==> config.mk <==
export PLATFORM = sky130hd
export DESIGN_NAME = usb_ls_tx
export DESIGN_NICKNAME = d
export VERILOG_FILES = /design/src/rtl/usb_ls_tx_pkg.sv /design/src/rtl/usb_ls_tx_timer.sv /design/src/rtl/usb_ls_tx_nrzi.sv /design/src/rtl/usb_ls_tx_feed.sv /design/src/rtl/usb_ls_tx.sv
export SDC_FILE = /design/constraint.sdc
export NUM_CORES = 1
export LEC_CHECK = 0
export BUFFER_PORTS_ARGS = -buffer_cell sky130_fd_sc_hd__buf_2
export CORE_MARGIN = 5
export CORE_UTILIZATION = 40
export CTS_CLUSTER_SIZE = 24
export DETAILED_ROUTE_END_ITERATION = 8
export PLACE_DENSITY_LB_ADDON = 0.08
export SETUP_SLACK_MARGIN = 0.05
export SLEW_MARGIN = 0
export SYNTH_ARGS = -nofsm -noshare
export SYNTH_HDL_FRONTEND = slang
export SYNTH_HIERARCHICAL = 1
export SYNTH_SLANG_ARGS = --single-unit
==> constraint.sdc <==
create_clock -name clk -period 6.9 [get_ports clk]
set_input_delay 0.69 -clock clk [delete_from_list [all_inputs] [get_ports clk]]
set_output_delay 0.69 -clock clk [all_outputs]
set_load 0.005 [all_outputs]
==> src/rtl/usb_ls_tx_pkg.sv <==
package usb_ls_tx_pkg;

   typedef enum logic [2:0] {
      ST_IDLE = 3'd0,
      ST_PREP = 3'd1,
      ST_LEAD = 3'd2,
      ST_BITS = 3'd3,
      ST_SE0  = 3'd4,
      ST_EOPJ = 3'd5
   } tx_state_t;

   localparam logic [7:0] SYNC_BYTE = 8'h80;

endpackage

==> src/rtl/usb_ls_tx_timer.sv <==
module usb_ls_tx_timer #(
   parameter int BIT_CLKS = 8
) (
   input  logic clk,
   input  logic rst_n,
   input  logic run,
   output logic tick
);
   localparam int CW = (BIT_CLKS > 1) ? $clog2(BIT_CLKS) : 1;
   localparam logic [CW-1:0] LAST = CW'(BIT_CLKS - 1);

   logic [CW-1:0] cnt;

   generate
      if (BIT_CLKS < 2) begin : g_bad_len
         $error("usb_ls_tx_timer: BIT_CLKS must be at least 2");
      end
      if ((1 << CW) == BIT_CLKS) begin : g_pow2
         always_ff @(posedge clk) begin
            if (!rst_n || !run) cnt <= '0;
            else                cnt <= cnt + 1'b1;
         end
      end else begin : g_cmp
         always_ff @(posedge clk) begin
            if (!rst_n || !run)  cnt <= '0;
            else if (cnt == LAST) cnt <= '0;
            else                 cnt <= cnt + 1'b1;
         end
      end
   endgenerate

   assign tick = run && (cnt == LAST);

   assert_tick_spacing_R3: assert property (@(posedge clk) disable iff (!rst_n)
      tick |=> !tick);

endmodule

==> src/rtl/usb_ls_tx_nrzi.sv <==
module usb_ls_tx_nrzi #(
   parameter int STUFF_RUN = 6
) (
   input  logic clk,
   input  logic rst_n,
   input  logic clr,
   input  logic emit,
   input  logic data_bit,
   output logic level,
   output logic stuff_due
);
   localparam int OW = $clog2(STUFF_RUN + 1);

   logic [OW-1:0] ones;

   generate
      if (STUFF_RUN < 1) begin : g_bad_run
         $error("usb_ls_tx_nrzi: STUFF_RUN must be at least 1");
      end
   endgenerate

   assign stuff_due = (ones == OW'(STUFF_RUN));

   always_ff @(posedge clk) begin
      if (!rst_n || clr) begin
         ones  <= '0;
         level <= 1'b0;
      end else if (emit) begin
         if (stuff_due || !data_bit) begin
            level <= ~level;
            ones  <= '0;
         end else begin
            ones <= ones + 1'b1;
         end
      end
   end

   // a due stuffed bit is a transition and clears the run
   assert_stuff_toggles_R6: assert property (@(posedge clk) disable iff (!rst_n)
      (emit && stuff_due && !clr) |=> (level != $past(level)) && !stuff_due);

endmodule

==> src/rtl/usb_ls_tx_feed.sv <==
module usb_ls_tx_feed #(
   parameter int CNT_W = 6
) (
   input  logic             clk,
   input  logic             rst_n,
   input  logic             load,
   input  logic             hs_mode,
   input  logic [7:0]       hs_pid,
   input  logic [CNT_W-1:0] count,
   input  logic             active,
   input  logic             consume,
   input  logic [7:0]       in_data,
   input  logic             in_valid,
   output logic             in_ready,
   output logic             cur_bit,
   output logic             have_bit
);
   import usb_ls_tx_pkg::*;

   logic [7:0]       sh;
   logic [3:0]       nb;
   logic [7:0]       nxt;
   logic             nxt_full;
   logic [CNT_W-1:0] left;
   logic             accept;

   assign in_ready = active && !nxt_full && (left != '0);
   assign accept   = in_ready && in_valid;
   assign cur_bit  = sh[0];
   assign have_bit = (nb != 4'd0);

   always_ff @(posedge clk) begin
      if (!rst_n) begin
         sh       <= '0;
         nb       <= '0;
         nxt      <= '0;
         nxt_full <= 1'b0;
         left     <= '0;
      end else if (load) begin
         sh       <= SYNC_BYTE;
         nb       <= 4'd8;
         nxt      <= hs_pid;
         nxt_full <= hs_mode;
         left     <= hs_mode ? '0 : count;
      end else begin
         if (consume) begin
            if (nb == 4'd1 && nxt_full) begin
               sh       <= nxt;
               nb       <= 4'd8;
               nxt_full <= 1'b0;
            end else begin
               sh <= {1'b0, sh[7:1]};
               nb <= nb - 4'd1;
            end
         end
         if (accept) begin
            nxt      <= in_data;
            nxt_full <= 1'b1;
            left     <= left - 1'b1;
         end
      end
   end

   // the sequencer never takes a bit from an empty shifter
   assert_no_empty_take_R4: assert property (@(posedge clk) disable iff (!rst_n)
      consume |-> have_bit);

endmodule

==> src/rtl/usb_ls_tx.sv <==
module usb_ls_tx #(
   parameter int BIT_CLKS  = 8,
   parameter int STUFF_RUN = 6,
   parameter int SE0_BITS  = 2,
   parameter int CNT_W     = 6,
   parameter int ADDR_W    = 7
) (
   input  logic              clk,
   input  logic              rst_n,
   input  logic              start,
   input  logic              hs_mode,
   input  logic [7:0]        hs_pid,
   input  logic [CNT_W-1:0]  byte_count,
   input  logic [7:0]        in_data,
   input  logic              in_valid,
   output logic              in_ready,
   input  logic              addr_wr,
   input  logic [ADDR_W-1:0] addr_in,
   output logic [ADDR_W-1:0] dev_addr,
   output logic              usb_dp,
   output logic              usb_dm,
   output logic              usb_oe,
   output logic              busy,
   output logic              done
);
   import usb_ls_tx_pkg::*;

   localparam int SW = (SE0_BITS > 1) ? $clog2(SE0_BITS) : 1;

   generate
      if (SE0_BITS < 1) begin : g_bad_se0
         $error("usb_ls_tx: SE0_BITS must be at least 1");
      end
   endgenerate

   tx_state_t         st;
   logic              hs_q;
   logic [SW-1:0]     se0_cnt;
   logic [ADDR_W-1:0] pend;
   logic              pend_v;
   logic              tick, run, level, stuff_due, cur_bit, have_bit;
   logic              take_start, emit, consume, end_bits, feeding;

   assign take_start = (st == ST_IDLE) && start;
   assign run        = (st == ST_LEAD) || (st == ST_BITS) || (st == ST_SE0) || (st == ST_EOPJ);
   assign feeding    = (st == ST_PREP) || (st == ST_LEAD) || (st == ST_BITS);
   assign emit       = tick && ((st == ST_LEAD) || (st == ST_BITS)) && (stuff_due || have_bit);
   assign consume    = emit && !stuff_due;
   assign end_bits   = tick && (st == ST_BITS) && !stuff_due && !have_bit;

   usb_ls_tx_timer #(.BIT_CLKS(BIT_CLKS)) u_timer (
      .clk(clk), .rst_n(rst_n), .run(run), .tick(tick));

   usb_ls_tx_nrzi #(.STUFF_RUN(STUFF_RUN)) u_nrzi (
      .clk(clk), .rst_n(rst_n), .clr(take_start), .emit(emit),
      .data_bit(cur_bit), .level(level), .stuff_due(stuff_due));

   usb_ls_tx_feed #(.CNT_W(CNT_W)) u_feed (
      .clk(clk), .rst_n(rst_n), .load(take_start), .hs_mode(hs_mode),
      .hs_pid(hs_pid), .count(byte_count), .active(feeding), .consume(consume),
      .in_data(in_data), .in_valid(in_valid), .in_ready(in_ready),
      .cur_bit(cur_bit), .have_bit(have_bit));

   always_ff @(posedge clk) begin
      if (!rst_n) begin
         st       <= ST_IDLE;
         hs_q     <= 1'b0;
         se0_cnt  <= '0;
         pend     <= '0;
         pend_v   <= 1'b0;
         dev_addr <= '0;
         done     <= 1'b0;
      end else begin
         done <= 1'b0;
         case (st)
            ST_IDLE: if (take_start) begin
               st   <= ST_PREP;
               hs_q <= hs_mode;
            end
            ST_PREP: st <= ST_LEAD;
            ST_LEAD: if (tick) st <= ST_BITS;
            ST_BITS: if (end_bits) begin
               st      <= ST_SE0;
               se0_cnt <= '0;
               if (!hs_q && pend_v) begin
                  dev_addr <= pend;
                  pend_v   <= 1'b0;
               end
            end
            ST_SE0: if (tick) begin
               if (se0_cnt == SW'(SE0_BITS - 1)) st <= ST_EOPJ;
               else se0_cnt <= se0_cnt + 1'b1;
            end
            ST_EOPJ: if (tick) begin
               st   <= ST_IDLE;
               done <= 1'b1;
            end
            default: st <= ST_IDLE;
         endcase
         if (addr_wr) begin
            pend   <= addr_in;
            pend_v <= 1'b1;
         end
      end
   end

   always_comb begin
      usb_dp = 1'b0;
      usb_dm = 1'b0;
      usb_oe = 1'b0;
      case (st)
         ST_PREP: usb_dm = 1'b1;
         ST_LEAD: begin usb_dm = 1'b1; usb_oe = 1'b1; end
         ST_BITS: begin usb_dp = level; usb_dm = ~level; usb_oe = 1'b1; end
         ST_SE0:  usb_oe = 1'b1;
         ST_EOPJ: begin usb_dm = 1'b1; usb_oe = 1'b1; end
         default: ;
      endcase
   end

   assign busy = (st != ST_IDLE);

   assert_quiet_when_idle_R1: assert property (@(posedge clk) disable iff (!rst_n)
      !busy |-> (!usb_oe && !usb_dp && !usb_dm));

   assert_bus_take_order_R2: assert property (@(posedge clk) disable iff (!rst_n)
      $rose(busy) |-> (!usb_oe && !usb_dp && usb_dm));

   assert_no_both_high_R5: assert property (@(posedge clk) disable iff (!rst_n)
      usb_oe |-> !(usb_dp && usb_dm));

   assert_done_single_R7: assert property (@(posedge clk) disable iff (!rst_n)
      done |=> !done);

   assert_hs_no_fetch_R8: assert property (@(posedge clk) disable iff (!rst_n)
      (busy && hs_q) |-> !in_ready);

   assert_addr_commit_R10: assert property (@(posedge clk) disable iff (!rst_n)
      (dev_addr != $past(dev_addr)) |-> ($past(st) == ST_BITS && !$past(hs_q)));

endmodule

==> results of run 1 <==
[flip-flops by register name (all words and copies together) (netlist names)]
register         cells
u_feed/nxt           8
u_feed/sh            8
dev_addr             7
pend                 7
u_feed/left          6
u_feed/nb            4
st                   3
u_nrzi/ones          3
u_timer/cnt          3
done                 1
hs_q                 1
pend_v               1
se0_cnt              1
u_feed/nxt_full      1
u_nrzi/level         1
[cell usage after synthesis, drive strengths merged]
cell,number,share of area [%]
inv,10,1.4
xor2,3,0.97
and4bb,3,1.4
nor2,26,3.6
o21ai,12,2.2
a31oi,2,0.46
nand4bb,2,1.4
ha,8,3.7
nand2b,3,0.69
a21oi,9,1.7
a211oi,10,2.8
dfxtp,55,41
o211a,9,3.3
mux2i,25,9.2
nand2,21,2.9
clkbuf,5,0.69
or3,1,0.23
a21boi,9,2.5
a21o,1,0.28
o21bai,1,0.28
nand4,1,0.23
xnor2,1,0.32
nor3b,4,1.3
o211ai,4,1.1
and3b,2,0.64
nor3,4,1.2
or4b,1,0.37
nand3b,3,0.83
nor2b,12,2.8
buf,14,3.3
o21a,3,0.83
and2,2,0.51
a22oi,2,0.74
o31a,1,0.32
and3,3,0.69
a311oi,1,0.32
nand3,14,2.6
nor4b,2,0.87
a32oi,2,0.64
a32o,1,0.37
[through the flow]
step	hold WS (ps)	util [%]
after global placement	455	44.3
after floorplan	446	-
after global routing	503	45.7
after detailed placement	465	44.3
after CTS	483	45.7
final	480	45.7
[cells by family after synthesis]
kind of cell / share of synthesized area [%]
flip-flops: 40.5
buffers and inverters: 5.39
AO/OA/AOI/OAI: 17.8
adder cells (fa/ha/maj): 3.68
AND/OR/NAND/NOR: 22.1
multiplexers: 9.21
XOR/XNOR: 1.29
[worst max path at each step]
stage / from / end / slack (ps) / cells after the start
finish: st[2]$_SDFFE_PN0P_ / u_nrzi/level$_SDFFE_PP0P_ / 4200 / 7
global route: st[2]$_SDFFE_PN0P_ / u_nrzi/level$_SDFFE_PP0P_ / 3940 / 7
CTS: st[2]$_SDFFE_PN0P_ / u_nrzi/level$_SDFFE_PP0P_ / 4170 / 7
detailed placement: st[2]$_SDFFE_PN0P_ / u_nrzi/level$_SDFFE_PP0P_ / 4210 / 7
global placement: start / u_feed/left[1]$_SDFFE_PN0P_ / 4290 / 7
floorplan: st[2]$_SDFFE_PN0P_ / u_feed/sh[7]$_SDFFE_PN0N_ / 4570 / 9
[critical path: cells and delay by family, from the launching register on]
family	cells	cell delay, ps
XOR/XNOR	1	270
buffers and inverters	1	80
flip-flops	1	730
AND/OR/NAND/NOR	5	1550
[per-layer routing]
layer / vias up / global-route usage (%) / share of wire, %
met2: 42 / 21.4 / 45
met5: - / 0 / 0
li1: 1112 / - / -
met1: 960 / 17.9 / 49
met3: 5 / 3.41 / 5.0
met4: 0 / 4.46 / 1.3
[cell usage in the layout (no fill, tap or decap), types with 3 or more instances in the layout]
cell / n
xor2_1: 3
o21ai_0: 12
nor2b_1: 12
o21a_1: 3
mux2i_1: 25
a21oi_1: 9
a211oi_1: 10
clkbuf_8: 5
ha_1: 8
o211ai_1: 4
nor2_1: 26
and3_1: 3
nand3b_1: 3
nor3_1: 3
a21boi_1: 8
o211a_1: 9
nand2_1: 21
nand3_1: 14
buf_2: 47
nand2b_1: 3
inv_1: 8
nor3b_1: 3
dfxtp_1: 55
[area by class of cell]
class / instances / area [um^2] / share of cell area [%]
clock buffers: 5 / 68.8 / 2.24
clock inverters: 3 / 27.5 / 0.896
inverters: 10 / 37.5 / 1.22
multi-input cells: 208 / 1490 / 48.4
flip-flops and latches: 55 / 1100 / 35.9
well taps: 80 / 100 / 3.26
repair buffers: 49 / 250 / 8.15
[power by group]
group,internal [mW],switching [mW]
clock network,0.0748,0.116
logic,0.0551,0.0613
registers,0.340,0.0192
total,0.470,0.196
==> results by group, run 1 <==
Timing
  • Final setup skew: 10.0 ps
  • F_max: between 300 and 400 MHz
  • Period utilization: 39.1%
  • Final setup viols: 0
  • Final hold viol count: 0
  • Max Slew Vio Count: 0
  • RSZ-0062 raised after global routing: no
  • Worst-Margin Slew: between 900 and 1000 ps
  • Setup TNS: 0 ps
  • Slew margin rel.: a little under two fifths
  • Final Critical Period: roughly 2700 ps
  • Setup WS post-layout: about 4200 ps

Finish
  • # nets final: 372
  • Fill cells: slightly below 700
  • Fin cells: 410
  • Proportion of layout cells with a drive suffix above 1: between 20% and 30%
  • Layout area overhead: 13.0%
  • Diodes inserted: 0
  • Fin area: a little over 0.003 mm^2

Critical path
  • Setup slack, reg-to-reg: ~4200 ps
  • Crit Path Category: reg -> reg
  • CP max stage cell: dfxtp_1
  • Most common cell on crit path: nand2_1
  • R2r endpoint: u_nrzi/level$_SDFFE_PP0P_
  • CP startpoint kind: register
  • Kind of end point of the critical path: register
  • FF-to-FF path depth: 7
  • Crit path DAT: a little under 3000 ps
  • Worst reg2reg startpoint: st[2]$_SDFFE_PN0P_
  • Max stage delay on crit path: approximately 730 ps
  • Worst path cell trace: xor2_1 -> and2_2 -> nand2_1 -> nor3_1 -> inv_2 -> or4b_1 -> nand2_1
  • WP data required: between 7000 and 8000 ps
  • Critical path peak fanout: 15

Floorplanning
  • Die Y: slightly above 90 um
  • I/O pin count: 48
  • Core footprint: between 0.006 and 0.007 mm^2
  • Initial Utilization: roughly two fifths
  • Number of core rows: 30
  • Die span in x: slightly above 90 um
  • Die area: ~0.0085 mm^2

Placed design
  • Placed cells: 402
  • Area after DPL: between 0.002 and 0.003 mm^2
  • DP Worst Slack: 4210 ps
  • RD Place Congestion: approximately 0.77
  • I/O Buffers: 47
  • Final HPWL DP: ~4 mm

Global route
  • First-pass GRT wire length: 9.45 mm
  • Vias in the first global route: roughly 2,000
  • Global-route usage over all layers: 13.5%
  • Initial antenna violation count: 0
  • Maximum number of pins on one net before global-route repair: 46
  • Grt ovf: 0

Clock tree
  • CTS H-tree depth: 2
  • Clk pin slew, worst setup/hold paths: roughly 110 ps
  • Root buf cell: clkbuf_8
  • Num Clock Sinks: 55
  • Clock Latency Late Sink: 310 ps
  • PostCTS Resize Cnt: 0
  • Max Root-Sink Buffers: 2
  • Post-CTS Setup Bufs: 0
  • TritonCTS clock tree: built
  • Total CTS buffers: 5
  • Hold_buf cts: 0

Hold path
  • Hold WC Path Type: reg -> reg
  • Hold Crit Start: dev_addr[3]$_SDFFE_PN0P_
  • Hold path cells: 2
  • Worst Hold End: dev_addr[3]$_SDFFE_PN0P_

Routing
  • Detailed-router iteration count before antenna repair: 4
  • Final WL: about 5.7 mm
  • Via count: 2,119
  • ANT nets after route: 0
  • DR DRC count: 0
  • Drt first-iter violations: 90
  • DR vias/cell: 5.17
  • DR WL/cell: between 10 and 15 um

Synthesis
  • Mapped cell area: 0.00272 mm^2
  • Library cells used by synthesis: 51
  • Cells after Synth: 292
  • Yosys warns: 6
  • Post-synthesis sequential element count: 55
  • Post-synth net total: ~340
  • Syn Area/Cell: just over 9 um^2
  • Register area share after synthesis: between 40% and 50%

Status
  • Status: complete, no violations

Pwr
  • PwrDens: approximately 220 mW/mm^2
  • Leak pwr: approximately 1.3 nW
  • Power after layout: approximately 0.67 mW
  • Worst VDD drop: around 96 uV

Job
  • Max_cap viols: 0
No activity file was read; power rests on OpenSTA's default activity.
==> run 2, diff against run 1 <==
==> constraint.sdc (replaced) <==
create_clock -name clk -period 2.68 [get_ports clk]
set_input_delay 0.268 -clock clk [delete_from_list [all_inputs] [get_ports clk]]
set_output_delay 0.268 -clock clk [all_outputs]
set_load 0.005 [all_outputs]
==> run 2 against run 1 <==
Die area stayed put. Clock power grew to 3.1 times the previous value. Critical endpoint is now u_feed/nxt_full$_SDFFE_PN0P_. Total power grew to 2.7 times the previous value. Sequential power grew to 2.6 times the previous value. Critical path type unchanged. Setup slack worse by 3700 ps. Sequential share of layout area is 0.76 points lower. Flip-flop and latch count stayed put. Critical path depth stayed put. Global-route usage is 0.079 points lower. Non-clock buffer count is 6 higher.
==> results by group, run 2 (synthesis gave the netlist of run 1 again) <==
Routing
  • Detailed-router iteration count before antenna repair: 4 (unchanged)
  • DR vias/cell: 5.21 (+0.84%)
  • DR WL/cell: 14.1 um (+0.89%)
  • Final WL: 5.85 mm (+2.4%)
  • DR DRC count: 0 (unchanged)
  • Via count: 2,168 (+2.3%)
  • Drt first-iter violations: 68 (-24%)
  • ANT nets after route: 0 (unchanged)

Placed design
  • I/O Buffers: 47 (unchanged)
  • Final HPWL DP: 4.19 mm (+7.4%)
  • Placed cells: 408 (+1.5%)
  • RD Place Congestion: 0.769 (-0.10%)

Timing
  • Final setup viols: 0 (unchanged)
  • Worst-Margin Slew: 604 ps (-327 ps)
  • Final hold viol count: 0 (unchanged)
  • WHS: 189 ps (-291 ps)
  • Final Critical Period: 2210 ps (-487 ps)
  • Final setup skew: 5.51 ps (-4.52 ps)
  • Period utilization: 82.5% (+43 points)
  • Max Slew Vio Count: 0 (unchanged)
  • RSZ-0062 raised after global routing: no
  • Setup TNS: 0 ps (unchanged)
  • Slew margin rel.: 59.6% (+22 points)
  • F_max: 452 MHz (+22%)

Clock tree
  • Hold_buf cts: 0 (unchanged)
  • Clock Latency Late Sink: 310 ps (about the same)
  • Max Root-Sink Buffers: 2 (unchanged)
  • Post-CTS Setup Bufs: 0 (unchanged)
  • Clk pin slew, worst setup/hold paths: 100 ps (about the same)
  • TritonCTS clock tree: built
  • PostCTS Resize Cnt: 0 (unchanged)
  • Total CTS buffers: 5 (unchanged)
  • CTS H-tree depth: 2 (unchanged)
  • Root buf cell: clkbuf_8
  • Num Clock Sinks: 55 (unchanged)

Critical path
  • Kind of end point of the critical path: register
  • WP data required: 2910 ps (-4250 ps)
  • Crit path DAT: 2450 ps (-510 ps)
  • CP startpoint kind: register
  • Critical path peak fanout: 14 (-1)
  • Setup slack, reg-to-reg: 470 ps (-3730 ps)
  • Crit Path Category: reg -> reg

Floorplanning
  • I/O pin count: 48 (unchanged)
  • Die span in x: 92.4 um (unchanged)
  • Die area: 0.00854 mm^2 (unchanged)
  • Die Y: 92.4 um (unchanged)
  • Number of core rows: 30 (unchanged)
  • Core footprint: 0.00672 mm^2 (unchanged)
  • Initial Utilization: 40.4% (unchanged)

Finish
  • Post-layout util: 46.7% (+0.99 points)
  • Fill cells: 676 (-1.9%)
  • Commonest non-fill, non-tap cell in the layout: dfxtp_1
  • Layout area overhead: 15.4%
  • Proportion of layout cells with a drive suffix above 1: 21.7% (+1.4 points)
  • Diodes inserted: 0 (unchanged)
  • # nets final: 378 (+1.6%)
  • Commonest cells after routing, fill and taps aside: dfxtp_1 (55), buf_2 (47), nor2_1 (26)
  • Top flop regs: u_feed/nxt (8), u_feed/sh (8)
  • Fin cells: 416 (+1.5%)

Global route
  • First-pass GRT wire length: 9.40 mm (-0.59%)
  • Global-route usage over all layers: 13.4% (-0.079 points)
  • Initial antenna violation count: 0 (unchanged)
  • Maximum number of pins on one net before global-route repair: 29 (-37%)
  • Vias in the first global route: 1,993 (+0.81%)
  • Grt ovf: 0 (unchanged)

Job
  • Max_cap viols: 0 (unchanged)

Pwr
  • Power after layout: 1.82 mW (+170%)
  • Leak pwr: 1.35 nW (+3.5%)
  • PwrDens: 580 mW/mm^2 (+170%)
  • Worst VDD drop: 291 uV (+200%)

Status
  • Status: complete, no violations

Hold path
  • Hold WC Path Type: in -> reg
==> run 2: final cells by class <==
type	count	area [um^2]	area share (%)
clock inverters	2	35.0	1.12
repair buffers	55	295	9.41
inverters	10	37.5	1.20
well taps	80	100	3.19
clock buffers	6	82.6	2.63
multi-input cells	208	1490	47.3
flip-flops and latches	55	1100	35.1
==> run 2: worst paths after layout <==
kind                             from                           end  depth (start not counted)
max                st[0]$_SDFFE_PN0P_  u_feed/nxt_full$_SDFFE_PN0P_                          7
min reg2reg  dev_addr[4]$_SDFFE_PN0P_      dev_addr[4]$_SDFFE_PN0P_                          2
max reg2reg        st[0]$_SDFFE_PN0P_  u_feed/nxt_full$_SDFFE_PN0P_                          7
min                     byte_count[5]   u_feed/left[5]$_SDFFE_PN0P_                          3
==> run 2: metal layers <==
layer	wire, um	global-route usage, %
met1	2810	17.3
met4	97	4.70
met2	2640	21.8
met5	0	0
met3	300	3.25
==> run 2: power by group <==
group,internal [mW],switching (mW),total [mW]
clock network,0.303,0.280,0.583
registers,0.875,0.0455,0.920
logic,0.150,0.166,0.317
==> run 2: metrics by stage <==
stage,instance area [um^2],setup WS [ps]
after floorplan,2720,347
after global placement,3020,604
after detailed placement,3020,537
after CTS,3140,484
after global routing,3140,273
final,3140,468
==> run 2: worst max-delay path: stages (launching register included) <==
cell and delay, ps:
dfxtp_1 640, nor2_1 160, nor2_1 220, nand3b_1 160, a22oi_2 440, buf_4 280
a21oi_1 60, nor3b_1 190
